--- config.mk ---
export PLATFORM = sky130hd
export DESIGN_NAME = wave_node
export DESIGN_NICKNAME = d
export VERILOG_FILES = /design/src/rtl/wave_pkg.sv /design/src/rtl/wave_fifo.sv /design/src/rtl/wave_steer.sv /design/src/rtl/wave_op.sv /design/src/rtl/wave_node.sv
export SDC_FILE = /design/constraint.sdc
export NUM_CORES = 1
export LEC_CHECK = 0
export ABC_AREA = 1
export BUFFER_PORTS_ARGS = -buffer_cell sky130_fd_sc_hd__buf_2
export CORE_MARGIN = 3
export CORE_UTILIZATION = 46
export CTS_CLUSTER_SIZE = 28
export DETAILED_ROUTE_END_ITERATION = 12
export GPL_ROUTABILITY_DRIVEN = 0
export PLACE_DENSITY = 0.7
export RECOVER_POWER = 100
export SYNTH_ARGS = -nofsm -noshare
export SYNTH_HDL_FRONTEND = slang
export SYNTH_SLANG_ARGS = --single-unit
--- constraint.sdc ---
create_clock -name clk -period 3 [get_ports clk]
set_clock_uncertainty 0.1 [all_clocks]
set_input_delay 0.6 -clock clk [delete_from_list [all_inputs] [get_ports clk]]
set_output_delay 0.6 -clock clk [all_outputs]
set_load 0.05 [all_outputs]
--- src/rtl/wave_pkg.sv ---
package wave_pkg;

  // Which operand currently owns the backlog queue (the input the wavefront
  // has not reached yet).
  typedef enum logic {
    SIDE_A = 1'b0,
    SIDE_B = 1'b1
  } side_e;

  // Node operation choices.
  typedef enum logic [1:0] {
    OP_ADD = 2'd0,
    OP_SUB = 2'd1,
    OP_XOR = 2'd2
  } op_e;

endpackage

--- src/rtl/wave_fifo.sv ---
module wave_fifo #(
  parameter int DATA_W = 16,
  parameter int DEPTH  = 1,
  localparam int PTR_W = (DEPTH > 1) ? $clog2(DEPTH) : 1,
  localparam int CNT_W = $clog2(DEPTH + 1)
) (
  input  logic              clk,
  input  logic              rst_n,
  input  logic              push,
  input  logic              pop,
  input  logic [DATA_W-1:0] wdata,
  output logic [DATA_W-1:0] rdata,
  output logic              empty,
  output logic              full,
  output logic [CNT_W-1:0]  count
);

  logic [DATA_W-1:0] mem_q [DEPTH];
  logic [PTR_W-1:0]  wr_q, wr_d, rd_q, rd_d;
  logic [CNT_W-1:0]  cnt_q, cnt_d;
  logic              wr_en;

  function automatic logic [PTR_W-1:0] bump(input logic [PTR_W-1:0] p);
    if (p == PTR_W'(DEPTH - 1)) bump = '0;
    else                        bump = p + 1'b1;
  endfunction

  assign empty = (cnt_q == '0);
  assign full  = (cnt_q == CNT_W'(DEPTH));
  assign count = cnt_q;
  assign rdata = mem_q[rd_q];
  assign wr_en = push && (!full || pop);

  always_comb begin
    wr_d  = wr_q;
    rd_d  = rd_q;
    cnt_d = cnt_q;
    if (wr_en) wr_d = bump(wr_q);
    if (pop)   rd_d = bump(rd_q);
    if (wr_en && !pop)      cnt_d = cnt_q + 1'b1;
    else if (!wr_en && pop) cnt_d = cnt_q - 1'b1;
  end

  always_ff @(posedge clk or negedge rst_n) begin
    if (!rst_n) begin
      wr_q  <= '0;
      rd_q  <= '0;
      cnt_q <= '0;
    end else begin
      wr_q  <= wr_d;
      rd_q  <= rd_d;
      cnt_q <= cnt_d;
    end
  end

  // Storage carries no reset; a clock enable guards each entry.
  for (genvar g = 0; g < DEPTH; g++) begin : g_entry
    always_ff @(posedge clk) begin
      if (wr_en && (wr_q == PTR_W'(g))) mem_q[g] <= wdata;
    end
  end

endmodule

--- src/rtl/wave_steer.sv ---
module wave_steer
  import wave_pkg::*;
#(
  parameter int DATA_W = 16
) (
  input  logic              a_vld,
  input  logic [DATA_W-1:0] a_dat,
  input  logic              b_vld,
  input  logic [DATA_W-1:0] b_dat,
  input  logic              q_empty,
  input  logic [DATA_W-1:0] q_head,
  input  side_e             side_q,
  output logic              push,
  output logic              pop,
  output logic [DATA_W-1:0] push_dat,
  output logic [DATA_W-1:0] op_x,
  output logic [DATA_W-1:0] op_y,
  output logic              res_vld,
  output logic              side_set,
  output side_e             side_val
);

  // Rule: live valid data joins its input's logical queue; a result is valid
  // exactly when both logical queues hold an item. Only one side can hold a
  // backlog, so a single physical queue plus an owner flag is enough.
  always_comb begin
    push     = 1'b0;
    pop      = 1'b0;
    push_dat = '0;
    op_x     = a_dat;
    op_y     = b_dat;
    res_vld  = 1'b0;
    side_set = 1'b0;
    side_val = SIDE_A;
    if (q_empty) begin
      if (a_vld && b_vld) begin
        res_vld = 1'b1;
      end else if (a_vld) begin
        push     = 1'b1;
        push_dat = a_dat;
        side_set = 1'b1;
        side_val = SIDE_A;
      end else if (b_vld) begin
        push     = 1'b1;
        push_dat = b_dat;
        side_set = 1'b1;
        side_val = SIDE_B;
      end
    end else if (side_q == SIDE_A) begin
      op_x = q_head;
      if (b_vld) begin
        pop     = 1'b1;
        res_vld = 1'b1;
      end
      if (a_vld) begin
        push     = 1'b1;
        push_dat = a_dat;
      end
    end else begin
      op_y = q_head;
      if (a_vld) begin
        pop     = 1'b1;
        res_vld = 1'b1;
      end
      if (b_vld) begin
        push     = 1'b1;
        push_dat = b_dat;
      end
    end
  end

endmodule

--- src/rtl/wave_op.sv ---
module wave_op
  import wave_pkg::*;
#(
  parameter int  DATA_W = 16,
  parameter op_e OP     = OP_ADD
) (
  input  logic [DATA_W-1:0] x,
  input  logic [DATA_W-1:0] y,
  output logic [DATA_W-1:0] r
);

  if (OP == OP_ADD) begin : g_add
    assign r = x + y;
  end else if (OP == OP_SUB) begin : g_sub
    assign r = x - y;
  end else begin : g_xor
    assign r = x ^ y;
  end

endmodule

--- src/rtl/wave_node.sv ---
module wave_node
  import wave_pkg::*;
#(
  parameter int  DATA_W = 16,
  parameter int  DEPTH  = 1,
  parameter op_e OP     = OP_ADD,
  localparam int CNT_W  = $clog2(DEPTH + 1)
) (
  input  logic              clk,
  input  logic              rst_n,
  input  logic              a_vld,
  input  logic [DATA_W-1:0] a_dat,
  input  logic              b_vld,
  input  logic [DATA_W-1:0] b_dat,
  output logic              y_vld,
  output logic [DATA_W-1:0] y_dat,
  output logic [DATA_W-1:0] hold_dat
);

  logic              q_push, q_pop, q_empty, q_full;
  logic [DATA_W-1:0] q_wdata, q_head;
  logic [CNT_W-1:0]  q_count;
  logic [DATA_W-1:0] op_x, op_y, op_r;
  logic              res_vld, side_set;
  side_e             side_q, side_d, side_val;
  logic [DATA_W-1:0] hold_q, hold_d;

  wave_fifo #(.DATA_W(DATA_W), .DEPTH(DEPTH)) u_fifo (
    .clk   (clk),
    .rst_n (rst_n),
    .push  (q_push),
    .pop   (q_pop),
    .wdata (q_wdata),
    .rdata (q_head),
    .empty (q_empty),
    .full  (q_full),
    .count (q_count)
  );

  wave_steer #(.DATA_W(DATA_W)) u_steer (
    .a_vld    (a_vld),
    .a_dat    (a_dat),
    .b_vld    (b_vld),
    .b_dat    (b_dat),
    .q_empty  (q_empty),
    .q_head   (q_head),
    .side_q   (side_q),
    .push     (q_push),
    .pop      (q_pop),
    .push_dat (q_wdata),
    .op_x     (op_x),
    .op_y     (op_y),
    .res_vld  (res_vld),
    .side_set (side_set),
    .side_val (side_val)
  );

  wave_op #(.DATA_W(DATA_W), .OP(OP)) u_op (
    .x (op_x),
    .y (op_y),
    .r (op_r)
  );

  assign y_vld    = res_vld;
  assign y_dat    = res_vld ? op_r : '0;
  assign hold_dat = hold_q;

  // Next-state logic.
  always_comb begin
    side_d = side_q;
    if (side_set) side_d = side_val;
    hold_d = hold_q;
    if (res_vld) hold_d = op_r;
  end

  // State registers.
  always_ff @(posedge clk or negedge rst_n) begin
    if (!rst_n) begin
      side_q <= SIDE_A;
      hold_q <= '0;
    end else begin
      side_q <= side_d;
      hold_q <= hold_d;
    end
  end

endmodule

[After elaboration in Yosys (flattened, before gate mapping)]
Memories as Yosys holds them, arrays and structs flattened.
Index checks and enable logic that the tools add are counted.
Cells by class
  $add $sub $neg: 4
  $mul: 0
  divide/modulo/power cells: 0
  order comparisons: 0
  eq/ne operators: 0
  shifts and indexed selects: 0
  mux-type cells: 30
  bitwise operators: 1
  reduce and logical (&&, ||, !) cells: 10
Operator list (count)
  $mux 16: 11
  $mux 1: 19
  $add 16x16->16: 1
  $logic_and 1x1->1: 5
  $logic_not 1->1: 3
  $add 1x1->1 const B: 2
  $reduce_bool 2->1: 1
  $logic_or 1x1->1: 1
  $not 1->1: 1
  $sub 1x1->1 const B: 1
Word-level totals
  register bits: 19
  latch bits: 0
  RAM bits: 16
  ROM bits: 0
  input bits: 36
  output and inout bits: 33
  memories: 1
Memories
  u_fifo.mem_q: words 1, bits a word 16, read ports 1, clocked after memory_dff 0, wr ports 1, line wave_fifo.sv:18  | logic [DATA_W-1:0] mem_q [DEPTH];

[Longest topological paths before layout]
Gate-level depths: netlist of the first run.
  depth in word-level cells: 9
  depth in mapped cells: 16
  gate-level depth less buffers: 15

[By module]
From an unflattened synthesis of the first run, not the netlist that was laid out.
Unflattened totals
  cell total of the unflattened synthesis: 572
  area total of the unflattened synthesis: 3399.5 µm²
Modules (own cells, without submodules)
  wave_steer: times used 1, cells each 280, area an instance 1197.4 µm², sequential area each 0.0 µm²
  wave_op: times used 1, cells each 176, area an instance 930.9 µm², sequential area each 0.0 µm²
  wave_node: times used 1, cells each 89, area an instance 720.7 µm², sequential area each 425.4 µm²
  wave_fifo: times used 1, cells each 27, area an instance 550.5 µm², sequential area each 505.5 µm²

[Least setup slack after synthesis of the first run]
Ideal clock, no wire load.
  path type: register to output
  start: register side_q
  end: output y_dat[6]
  arrival: 2.545 ns
  required time: 2.300 ns
  setup slack: -0.245 ns
  cell stages (with the launch flop): 15
  path buffers: 1
  cell sequence: dfrtp_1 > inv_1 > nand2_2 > clkbuf_1 > nand2_1 > o21ai_0 > ha_1 > fa_1 > nand2_1 > nand2_1 > nand3_1 > nand2_1 > nand2_1 > nand2_1 > nor2_1
Between the ends
  cells in the longest elaborated chain, start to end: 4
Ends and longest elaborated chain
  start, declared: line wave_node.sv:25  | side_e side_q, side_d, side_val;
  start signal, assigned: line wave_node.sv:82  | side_q <= side_d;
  $mux 16: line wave_steer.sv:49  | end else if (side_q == SIDE_A) begin
  $mux 16: line wave_steer.sv:35  | if (q_empty) begin
  $add 16x16->16: line wave_op.sv:13  | assign r = x + y;
  $mux 16 *: line wave_node.sv:65  | assign y_dat = res_vld ? op_r : '0;
  end, declared: line wave_node.sv:16  | output logic [DATA_W-1:0] y_dat,
Mark *: on every way between the ends. The rest lies on a longest branch, timed or not.

[Worst setup path after layout of the first run]
  start: register side_q
  end: output y_dat[15]
Same word-level chain as after synthesis.

==> impl_metrics.json, run 1 <==
{
  "end_kind": "output port",
  "vias": 3120,
  "rsz0062_at_grt": "yes",
  "startpoint_type": "flip-flop",
  "violations": "negative setup slack",
  "dp.cells": 605,
  "ys_ff_latch": 34,
  "cts_made_buffers": 5,
  "ioPinCount": 69,
  "rows": 27,
  "max_freq_mhz": 306.2,
  "finalCriticalPeriod_ns": 3.266,
  "core_mm2": 0.005709,
  "maxSlewViolCount": 0,
  "worst_slack_ns": -0.2662,
  "ctsHtreeMaxLevel": 2,
  "stdcell_count": 628,
  "die_w_um": 84.35,
  "fin_util_pct": 70.55,
  "critPathMaxStageDelay_ns": 0.43,
  "die_y_um": 84.35,
  "clkSinkCount": 34,
  "syn_to_final_growth_pct": 42.62,
  "routed_wl_um": 7866,
  "cp_max_fo": 22,
  "cts_tree": "yes",
  "syn_nets": 496,
  "start_util_pct": 49.46,
  "slew_headroom_pct": 26.66,
  "critical_path_class": "flip-flop to output port",
  "fill_cells": 494,
  "routedWlPerCell_um": 12.53,
  "hold_class": "primary input to async pin",
  "reg2reg_slack_ns": 0.43,
  "drc": 0,
  "nets": 609,
  "crit_top_cell": "nand2_1",
  "grt_pass1_wl_um": 12210,
  "synth_area_mm2": 0.002824,
  "drv_cap": 0,
  "die-area_mm2": 0.007115,
  "fin_crit_sh_pct": 108.9,
  "tns_ns": -2.354,
  "ys_types": 27,
  "setup_viol": 14,
  "cp.required_ns": 2.30,
  "io_buffers": 68,
  "place_ws_ns": -0.1847,
  "cts-root-buf": "clkbuf_8",
  "cts_buffer_depth": 2,
  "drtIter0Drc": 182,
  "antenna_found_initial": 0,
  "status": "finished with violations",
  "critical-path-slowest-cell": "dfrtp_1",
  "dp_hpwl_um": 5563,
  "first_pass_iters": 4,
  "vias_per_cell": 4.968,
  "layout-drive-gt1-share_pct": 31.47,
  "insertion_delay_ns": 0.29,
  "grt_usage_pct": 20.57,
  "grt_overflow": 0,
  "cts.clk_slew.worst_paths_ns": 0.07,
  "avgSynthCellArea_um2": 6.389,
  "grt_max_degree": 23,
  "yosysWarnings": 0,
  "grt_pass1_vias": 2750,
  "synth-seq-area-share_pct": 32.96,
  "antenna_left": 0,
  "hold_viol": 0,
  "antenna_cells": 0,
  "path_cells": "inv_2, nand2_4, buf_12, nand2_1, o21ai_1, ha_1, nand2_1, inv_1, a21oi_2, nand2_2, nand2_1, nand2_1, nand2_1, nand3_2, inv_2, buf_8",
  "tightest_slew_ns": 1.100,
  "arrival_ns": 2.57,
  "syn_inst": 442
}
## cells by family (layout without fill, tap and decap cells)
logic type | after synthesis | after routing | synth area share, %
AO/OA/AOI/OAI | 66 | 66 | 12.58
XOR/XNOR | 1 | 1 | 0.3102
adder cells (fa/ha/maj) | 18 | 18 | 8.241
buffers and inverters | 99 | 212 | 13.60
flip-flops | 34 | 34 | 32.96
AND/OR/NAND/NOR | 224 | 225 | 32.30
## through the flow
step | hold WS [ns] | instance area, um^2
after floorplan | 0.2044 | 2863
after global placement | 0.3487 | 3510
after detailed placement | 0.3565 | 3510
after CTS | 0.1376 | 3870
after global routing | 0.4181 | 4028
final | 0.3306 | 4028
## flip-flops by register name, indices dropped and copies added, names as in the netlist
| register | cells |
|---|---|
| u_fifo.mem_q | 16 |
| hold_dat | 16 |
| u_fifo.count | 1 |
| side_q | 1 |
## layer usage
metal	routed length (um)	up-vias	global-route usage, %
met4	139	0	5.324
met2	3674	98	33.57
met3	549	15	4.024
met1	3502	1413	28.02
met5	0	-	0
li1	-	1594	-
## cell usage after synthesis
master,n,area share (%)
nand2_1,166,22
inv_1,88,12
o21ai_0,53,9.4
nand3_1,22,3.9
nor2_1,21,2.8
dfrtp_1,18,16
ha_1,17,7.5
edfxtp_1,16,17
a21oi_1,8,1.4
clkbuf_1,6,0.80
nand3b_1,4,1.1
buf_4,3,0.80
nor3_1,3,0.53
and2_1,2,0.44
nand2_2,2,0.44
nand4_1,2,0.44
a21boi_0,1,0.27
a21oi_2,1,0.31
a21oi_4,1,0.58
buf_2,1,0.18
fa_1,1,0.71
inv_2,1,0.13
nor2_4,1,0.40
o21ai_1,1,0.18
o22ai_2,1,0.44
or2_2,1,0.22
xor2_1,1,0.31
## placed cells by master (no fill, tap or decap), drive strengths merged, types with 10 or more instances in the layout
cell      n
a21oi    10
buf      90
clkbuf   32
dfrtp    18
edfxtp   16
ha       17
inv      85
nand2   169
nand3    22
nor2     22
o21ai    54
## timing repair
item	in CTS	in global routing
buffers inserted	6	8
gates cloned	1	0
gates resized for setup	79	42
endpoints found under the hold margin	0	0
pin swaps	9	13
hold buffers	0	0
endpoints found under the setup margin	14	14
## cell type report
cell class,instances,area [um^2],area share (%)
repair buffers,115,802.0,19.91
clock inverters,1,5.005,0.1243
flip-flops and latches,34,932.1,23.14
inverters,89,349.1,8.667
multi-input cells,310,1763,43.77
well taps,72,90.09,2.237
clock buffers,7,86.33,2.144
## path summary, 6_finish.rpt
| path | start | to | cells after the start |
|---|---|---|---|
| worst max-delay path | side_q$_DFFE_PN0P_ | y_dat[15] | 16 |
| worst min-delay path | rst_n | hold_dat[11]$_DFFE_PN0P_ | 1 |
| worst max register to register | side_q$_DFFE_PN0P_ | u_fifo.mem_q[0][11]$_DFFE_PP_ | 7 |
| worst min register to register | hold_dat[1]$_DFFE_PN0P_ | hold_dat[1]$_DFFE_PN0P_ | 2 |
| max in group asynchronous | rst_n | u_fifo.count$_DFFE_PN0P_ | 1 |
| min in group clk | hold_dat[1]$_DFFE_PN0P_ | hold_dat[1]$_DFFE_PN0P_ | 2 |
## critical path: cells and delay by family, from the launching register on
| family | cells | cell delay [ns] |
|---|---|---|
| flip-flops | 1 | 0.43 |
| buffers and inverters | 5 | 0.57 |
| AO/OA/AOI/OAI | 2 | 0.22 |
| AND/OR/NAND/NOR | 8 | 0.69 |
| adder cells (fa/ha/maj) | 1 | 0.36 |
Power of run 1 is not shown: default switching activity piles up to over one toggle a cycle in this logic, so the estimate is an artifact.
==> run 2: changes to the inputs <==
==> constraint.sdc (replaced) <==
create_clock -name clk -period 3 [get_ports clk]
set_clock_uncertainty 0.1 [all_clocks]
set_input_delay 0.45 -clock clk [delete_from_list [all_inputs] [get_ports clk]]
set_output_delay 0.45 -clock clk [all_outputs]
set_load 0.05 [all_outputs]
==> run 2 against run 1 <==
The run still ends with negative setup slack left. Cell count shrank 2.1%. Core utilization grew 3.7 points. Largest cell class unchanged. First-iteration DRC count shrank 0.55%.
==> impl_metrics.json, run 2 (synthesis gave the netlist of run 1 again) <==
{
  "tightest_slew_ns": 0.9987,
  "syn_to_final_growth_pct": 50.20,
  "fin_area_mm2": 0.004242,
  "grt_pass1_wl_um": 12360,
  "arrival_ns": 2.65,
  "vias": 3221,
  "end_kind": "output port",
  "r2r-end": "hold_dat[8]$_DFFE_PN0P_",
  "reg2reg_depth": 14,
  "core_mm2": 0.005709,
  "first_pass_iters": 5,
  "cts_made_buffers": 5,
  "antenna_left": 0,
  "routed_wl_um": 9034,
  "die_w_um": 84.35,
  "tns_ns": -0.8574,
  "status": "finished with violations",
  "reg2reg_slack_ns": 0.61,
  "cts.clk_slew.worst_paths_ns": 0.07,
  "cts-root-buf": "clkbuf_8",
  "regToRegStartpoint": "u_fifo.count$_DFFE_PN0P_",
  "critical_path_class": "flip-flop to output port",
  "drv_cap": 0,
  "antenna_cells": 0,
  "routedWlPerCell_um": 14.69,
  "most-common-layout-cells": "nand2_1, inv_1, nand2_2",
  "drc": 0,
  "cp.required_ns": 2.45,
  "ctsHtreeMaxLevel": 2,
  "vias_per_cell": 5.237,
  "clkSinkCount": 34,
  "startpoint": "u_fifo.count$_DFFE_PN0P_",
  "dpl_cell_area_mm2": 0.003244,
  "layout-drive-gt1-share_pct": 38.86,
  "startpoint_type": "flip-flop",
  "start_util_pct": 49.46,
  "dp_hpwl_um": 5451,
  "insertion_delay_ns": 0.28,
  "ioPinCount": 69,
  "rsz0062_at_grt": "yes",
  "violations": "negative setup slack",
  "cts_tree": "yes",
  "fin_crit_sh_pct": 106.7,
  "hold_path_end": "u_fifo.mem_q[0][10]$_DFFE_PP_",
  "worst_slack_ns": -0.2013,
  "rows": 27,
  "io_buffers": 68,
  "die-area_mm2": 0.007115,
  "die_y_um": 84.35,
  "grt_max_degree": 24,
  "drtIter0Drc": 181,
  "max_freq_mhz": 312.4,
  "grt_overflow": 0,
  "finalCriticalPeriod_ns": 3.201,
  "final_common_cell": "nand2_1",
  "hold_viol": 0,
  "setup_viol": 11,
  "slew_headroom_pct": 33.42,
  "cts_buffer_depth": 2,
  "grt_usage_pct": 20.68,
  "hold_path_startpoint": "a_dat[10]",
  "hold_class": "primary input to flip-flop",
  "cp_max_fo": 6,
  "antenna_found_initial": 0,
  "nets": 596,
  "maxSlewViolCount": 0,
  "hold_depth": 3,
  "grt_pass1_vias": 2674
}
[run 2: worst max-delay path, cell delays in order, from the launching register on]
cell	delay [ns]
dfrtp_1	0.44
buf_6	0.17
nand2_8	0.09
nand2_4	0.09
o21ai_2	0.06
ha_2	0.21
fa_2	0.38
nand2_2	0.09
nand2_2	0.07
and2_4	0.16
nand2_1	0.10
nand3_1	0.09
nand2_1	0.09
nand3_2	0.09
inv_2	0.09
buf_8	0.14
[run 2: area by class of cell]
| type | count | area, um^2 |
|---|---|---|
| clock buffers | 8 | 90.09 |
| fillers | 407 | 1468 |
| inverters | 89 | 336.6 |
| multi-input cells | 310 | 2028 |
| flip-flops and latches | 34 | 932.1 |
| well taps | 72 | 90.09 |
| repair buffers | 102 | 764.5 |
[run 2: layer usage]
layer | wire [um] | GRT usage (%) | share of wire, % | vias to the layer above
li1 | - | - | - | 1573
met1 | 3903 | 29.90 | 43 | 1492
met2 | 4346 | 33.07 | 48 | 132
met3 | 572 | 2.846 | 6.3 | 24
met4 | 212 | 4.460 | 2.3 | 0
met5 | 0 | 0 | 0 | -
[run 2: worst max path at each step]
stage / depth (start not counted) / slack (ns) / to
4_1_cts: 16 / -0.03 / y_dat[11]
6_report: 15 / -0.20 / y_dat[8]
3_5_place_dp: 14 / 0.07 / y_dat[11]
5_1_grt: 15 / -0.27 / y_dat[8]
2_1_floorplan: 11 / 0.04 / y_dat[5]
3_3_place_gp: 16 / 0.04 / y_dat[11]
[run 2: per-stage QoR]
stage | worst slack (ns) | hold WS, ns | utilization, % | std cells
2_1_floorplan | 0.04327 | 0.05441 | - | 442
3_3_place_gp | 0.04096 | 0.3021 | 56.83 | 577
3_5_place_dp | 0.07290 | 0.3072 | 56.83 | 577
4_1_cts | -0.02784 | 0.3538 | 64.08 | 601
5_1_grt | -0.2718 | 0.3741 | 74.29 | 615
6_report | -0.2013 | 0.3603 | 74.29 | 615
[run 2: timing repair]
item / in CTS / in global routing
setup buffers: 14 / 11
setup endpoints to repair: 13 / 14
endpoints found under the hold margin: 8 / 0
pin swaps: 19 / 51
gates resized for setup: 57 / 144
cloned: 1 / 3
hold buffers: 1 / 0
Power of run 2 is left out for the same reason.
